`src/rtl/agen_pkg.sv`:
```
package agen_pkg;
    localparam int AGEN_ADDR_W  = 32;
    localparam int AGEN_SHORT_W = 8;
    localparam int AGEN_SCALE_W = 2;

    // mode field: bit 1 enables the offset term, bit 0 the index term
    typedef struct packed {
        logic use_disp;
        logic use_index;
    } agen_mode_t;
endpackage

```
`src/rtl/agen_index_scale.sv`:
```
module agen_index_scale #(
    parameter int ADDR_W  = agen_pkg::AGEN_ADDR_W,
    parameter int SCALE_W = agen_pkg::AGEN_SCALE_W
) (
    input  logic [ADDR_W-1:0]  idx_i,
    input  logic [SCALE_W-1:0] scale_i,
    input  logic               en_i,
    output logic [ADDR_W-1:0]  term_o
);
    localparam int NUM_SHIFTS = 1 << SCALE_W;

    logic [ADDR_W-1:0] cand [NUM_SHIFTS];

    // one candidate per shift amount; the scale code picks among them
    for (genvar g = 0; g < NUM_SHIFTS; g++) begin : g_shift
        assign cand[g] = idx_i << g;
    end

    always_comb begin
        term_o = en_i ? cand[scale_i] : '0;
    end
endmodule

```
`src/rtl/agen_disp_ext.sv`:
```
module agen_disp_ext #(
    parameter int ADDR_W  = agen_pkg::AGEN_ADDR_W,
    parameter int SHORT_W = agen_pkg::AGEN_SHORT_W
) (
    input  logic [ADDR_W-1:0] disp_i,
    input  logic              long_i,
    input  logic              en_i,
    output logic [ADDR_W-1:0] term_o
);
    localparam int EXT_W = ADDR_W - SHORT_W;

    logic [ADDR_W-1:0] short_ext;

    always_comb begin
        short_ext = {{EXT_W{disp_i[SHORT_W-1]}}, disp_i[SHORT_W-1:0]};
        if (!en_i)
            term_o = '0;
        else if (long_i)
            term_o = disp_i;
        else
            term_o = short_ext;
    end
endmodule

```
`src/rtl/scaled_agen.sv`:
```
module scaled_agen #(
    parameter int ADDR_W  = agen_pkg::AGEN_ADDR_W,
    parameter int SHORT_W = agen_pkg::AGEN_SHORT_W,
    parameter int SCALE_W = agen_pkg::AGEN_SCALE_W
) (
    input  logic               clk,
    input  logic               rst_n,
    input  logic               in_valid,
    input  logic [ADDR_W-1:0]  base_val,
    input  logic [ADDR_W-1:0]  index_val,
    input  logic [SCALE_W-1:0] scale_code,
    input  logic [ADDR_W-1:0]  disp_val,
    input  logic               disp_long,
    input  logic [1:0]         mode,
    output logic [ADDR_W-1:0]  ea_o,
    output logic [ADDR_W-1:0]  lea_q,
    output logic               out_valid
);
    typedef struct packed {
        logic              vld;
        logic [ADDR_W-1:0] addr;
    } stage_t;

    agen_pkg::agen_mode_t mode_s;
    logic [ADDR_W-1:0]    idx_term;
    logic [ADDR_W-1:0]    disp_term;
    stage_t               st_d, st_q;

    assign mode_s = agen_pkg::agen_mode_t'(mode);

    agen_index_scale #(.ADDR_W(ADDR_W), .SCALE_W(SCALE_W)) u_scale (
        .idx_i   (index_val),
        .scale_i (scale_code),
        .en_i    (mode_s.use_index),
        .term_o  (idx_term)
    );

    agen_disp_ext #(.ADDR_W(ADDR_W), .SHORT_W(SHORT_W)) u_disp (
        .disp_i  (disp_val),
        .long_i  (disp_long),
        .en_i    (mode_s.use_disp),
        .term_o  (disp_term)
    );

    always_comb begin
        ea_o     = base_val + idx_term + disp_term;
        st_d     = st_q;
        st_d.vld = in_valid;
        if (in_valid)
            st_d.addr = ea_o;
    end

    always_ff @(posedge clk or negedge rst_n) begin
        if (!rst_n)
            st_q <= '0;
        else
            st_q <= st_d;
    end

    assign lea_q     = st_q.addr;
    assign out_valid = st_q.vld;
endmodule

```
`config.mk`:
```
export PLATFORM = sky130hd
export DESIGN_NAME = scaled_agen
export DESIGN_NICKNAME = d
export VERILOG_FILES = /design/src/rtl/agen_pkg.sv /design/src/rtl/agen_index_scale.sv /design/src/rtl/agen_disp_ext.sv /design/src/rtl/scaled_agen.sv
export SDC_FILE = /design/constraint.sdc
export NUM_CORES = 1
export LEC_CHECK = 0
export BUFFER_PORTS_ARGS = -buffer_cell sky130_fd_sc_hd__buf_2
export CORE_UTILIZATION = 50
export DETAILED_ROUTE_END_ITERATION = 16
export GPL_TIMING_DRIVEN = 0
export PLACE_DENSITY = 0.79
export REMOVE_ABC_BUFFERS = 1
export SLEW_MARGIN = 10
export SYNTH_ARGS = -nofsm -noshare
export SYNTH_HDL_FRONTEND = slang
export SYNTH_SLANG_ARGS = --single-unit
```
`constraint.sdc`:
```
create_clock -name clk -period 15.85 [get_ports clk]
set_input_delay 4.755 -clock clk [delete_from_list [all_inputs] [get_ports clk]]
set_output_delay 4.755 -clock clk [all_outputs]
set_load 0.03 [all_outputs]
```
==> impl_summary.log <==
[metrics] antenna-violating nets left: 0
[metrics] Max clock buf depth: 2
[metrics] Relative slew margins: 0.4227
[metrics] post-synthesis cell type count: 67
[metrics] Post-synth ARST share: 1.000
[metrics] clock slew at the register clock pins of the worst setup and hold paths: 0.07 ns
[metrics] count of endpoints failing hold in the final timing report: 0
[metrics] amount of wire on met3 after detailed routing: slightly above 900 um
[metrics] Resized cells post-CTS: 0
[metrics] sort of element at the end of the critical path: output port
[metrics] number of cells in the design after placement: 892
[metrics] Seq/Total Area, Yosys: 0.1609
[metrics] CP max stage delay: approximately 0.64 ns
[metrics] run status: completed
[metrics] setup-violating endpoint count in the final report: 0
[metrics] Syn. warnings: 0
[metrics] worst hold slack after final layout: approximately 0.5 ns
[metrics] number of max-cap violations: 0
[metrics] minimum clock period after layout: 13.57 ns
[metrics] die area: 10,670 um^2
[metrics] leakage power: 0.003083 uW
[metrics] global-route wire length before repair: 22,870 um
[metrics] top-level port count: 169
[metrics] core box area: roughly 10000 um^2
[metrics] category of cells accounting for the largest share of critical-path delay: simple AND/OR/NAND/NOR gates
[metrics] via count of the first global-routing pass: ~5,100
[metrics] HPWL after detailed placement: about 12,000 um
[metrics] die width: 103.3 um
[metrics] post-route DRC violation count: 0
[metrics] total number of nets in the final design: approximately 930
[metrics] count of standard-cell rows: 36
[metrics] Required @ worst endpoint: 11.10 ns
[metrics] main flop type after synthesis: sky130_fd_sc_hd__dfrtp_1
[metrics] setup repair after global routing missed its margin: false
[metrics] Hold WC Path Type: reg2reg
[metrics] clock sink count: 33
[metrics] Total Negative Setup Slacks: 0 ns
[metrics] clock tree from TritonCTS: done
[metrics] buffers added on ports: about 170
[metrics] path type of the worst setup path: in2out
[metrics] global placer's final weighted congestion: 0.8810
[metrics] power density normalized to cell area: between 100 and 150 nW/um^2
[metrics] Inserted Diodes: 0
[metrics] Worst-Margin Slew: 0.8637 ns
[metrics] total grt overflow: 0
[metrics] effective utilization at floorplan: 0.5202
[metrics] Total GRT Usage: 0.2725
[metrics] nature of the critical path startpoint: input pin
[metrics] synthesis-to-finish area growth: 17.90%
[metrics] mean instance size in the synthesized netlist: 8.093 um^2
[metrics] number of buffer and inverter instances along the worst setup path: 2
[metrics] count of buffers added by post-CTS timing repair for setup: 0
[metrics] arrival time reported for the critical path endpoint: around 8.8 ns
[metrics] share of Yosys cell area claimed by the top area cell type: 0.1609
[metrics] dominant cell type by area after synthesis: sky130_fd_sc_hd__dfrtp_1
[metrics] Post-Synthesis Cell Area: between 5000 and 6000 um^2
[metrics] number of synthesized flops with an enable pin: 0
[metrics] timing-limited maximum frequency: 73.69 MHz
[metrics] final std cells w/o fill: 900
[metrics] power consumption: 733.5 uW
[metrics] dominant cell type by count on the critical path: sky130_fd_sc_hd__buf_2
[metrics] Wirelength per Cell: 15.76 um
[metrics] Routed WL: roughly 14,000 um
[metrics] flip-flop and latch count after synthesis: 33
[metrics] H-tree Lvls: 2
[metrics] cells after synthesis: 634
[metrics] Clock Root Buffer: sky130_fd_sc_hd__clkbuf_8
[metrics] fraction of layout instances using a drive strength above 1: 0.2738
[metrics] CP max-delay cell: sky130_fd_sc_hd__nand2b_1
[metrics] main area contributors after synthesis: sky130_fd_sc_hd__dfrtp_1 16%, sky130_fd_sc_hd__fa_1 12%, sky130_fd_sc_hd__nand2_1 8.6%, sky130_fd_sc_hd__ha_1 7.3%, sky130_fd_sc_hd__mux2i_1 4.9%
[metrics] Met1 Wirelength: 5684 um
[metrics] Post-CTS Hold Fix Bufs: 0
[metrics] total iterations of the first detailed-routing run: 5
[metrics] pin count of the biggest net entering global routing: 46
[metrics] vias after detailed routing: 5,108
[metrics] initial detailed-routing violation count: 202
[metrics] insertion delay to the later sink of the worst-skew pair: 0.28 ns
[metrics] met2 wire len: 7223 um
[metrics] worst vdd ir: 0.00008300 V
[metrics] number of buffers created by CTS: 5
[metrics] CP max FO: 25
[metrics] via count normalized by instance count: 5.676
[metrics] Pins Over Slew Limit: 0
[metrics] top routing layer used: met4
[metrics] number of antenna violations at the first check in global routing: 0
[metrics] Final Cycle Share: 0.8561
[metrics] height of the die: ~100 um
[metrics] skew final: 0 ns
[metrics] crit path cell chain: buf_2 -> nand2b_1 -> a21boi_0 -> fa_1 -> ha_1 -> nand4_2 -> or3_1 -> nor2_1 -> nor4b_1 -> or4_1 -> nand2_1 -> buf_2
-- final cells by class --
cell class                 count  area [um^2]
clock buffer                   7        96.34
clock inverter                 1        5.005
fill                         926         3815
inverter                      28        105.1
multi-input combinational    530         4010
sequential                    33        825.8
tap                          133        166.4
timing repair buffer         168        840.8
-- final timing paths --
path | from | slack [ns] | to | cells past startpoint
min in group asynchronous | rst_n | 4.54 | lea_q[3]$_DFFE_PN0P_ | 1
hold / removal | lea_q[7]$_DFFE_PN0P_ | 0.50 | lea_q[7]$_DFFE_PN0P_ | 1
max in group asynchronous | rst_n | 10.84 | lea_q[14]$_DFFE_PN0P_ | 1
setup / recovery | disp_long | 2.28 | ea_o[31] | 12
hold reg to reg | lea_q[7]$_DFFE_PN0P_ | 0.50 | lea_q[7]$_DFFE_PN0P_ | 1
setup reg to reg | lea_q[26]$_DFFE_PN0P_ | 14.78 | lea_q[26]$_DFFE_PN0P_ | 2
-- worst reg2reg max path: cells and delay by family (launching register included) --
family | cells | cell delay [ns]
AO/OA/AOI/OAI | 2 | 0.52
flip-flops | 1 | 0.38
-- per-stage QoR --
stage          worst slack [ns]  cell area [um^2]  utilization
2_1_floorplan             3.219              4941            -
3_3_place_gp              2.413              5948       0.6030
3_5_place_dp              2.350              5948       0.6030
4_1_cts                   2.358              6050       0.6133
5_1_grt                   1.962              6050       0.6133
6_report                  2.280              6050       0.6133
-- registers in the layout, indices dropped and copies added, names as in the netlist --
| register | flops |
|---|---|
| lea_q | 32 |
| out_valid | 1 |
-- cell families after synthesis --
family / Yosys count / synth area share
and+or+nand+nor: 229 / 0.2092
muxes: 46 / 0.09924
xor gates and xnor gates: 28 / 0.04779
AOI/OAI and AO/OA: 165 / 0.2273
DFF: 33 / 0.1609
buffers and inverters: 71 / 0.05754
adders and majority gates: 62 / 0.1980
-- synthesized netlist by cell type (8+ instances only) --
cell type	instances
sky130_fd_sc_hd__nand2_1	117
sky130_fd_sc_hd__a21oi_1	39
sky130_fd_sc_hd__dfrtp_1	33
sky130_fd_sc_hd__fa_1	32
sky130_fd_sc_hd__ha_1	30
sky130_fd_sc_hd__nor2_1	29
sky130_fd_sc_hd__a21boi_0	26
sky130_fd_sc_hd__clkbuf_1	26
sky130_fd_sc_hd__inv_1	26
sky130_fd_sc_hd__mux2i_1	25
sky130_fd_sc_hd__and3_1	20
sky130_fd_sc_hd__mux2_2	19
sky130_fd_sc_hd__xnor2_1	18
sky130_fd_sc_hd__nand3_1	16
sky130_fd_sc_hd__o21ai_0	15
sky130_fd_sc_hd__a21o_1	12
sky130_fd_sc_hd__buf_2	11
sky130_fd_sc_hd__and2_1	10
sky130_fd_sc_hd__xor2_1	10
sky130_fd_sc_hd__a211o_1	8
-- layout by cell type (no fill, tap or decap), drive strengths merged, types with 19 or more instances in the layout --
cell type / n
o21ai: 21
dfrtp: 33
and3: 20
mux2: 19
nor2: 29
fa: 32
buf: 168
a21oi: 39
nand2: 117
ha: 30
mux2i: 25
a21boi: 26
inv: 27
-- per-layer routing --
metal	up-vias	global-route usage
li1	2517	-
met1	2360	0.3082
met2	198	0.5236
met3	33	0.04503
met4	0	0.07801
met5	-	0
-- power breakdown --
group | switching [uW] | total [uW] | internal, uW
Sequential | 16.5 | 133 | 117
Clock | 31.3 | 70.6 | 39.3
Combinational | 352 | 530 | 178
Total | 400 | 733 | 334
(Power assumes the default switching activity.)
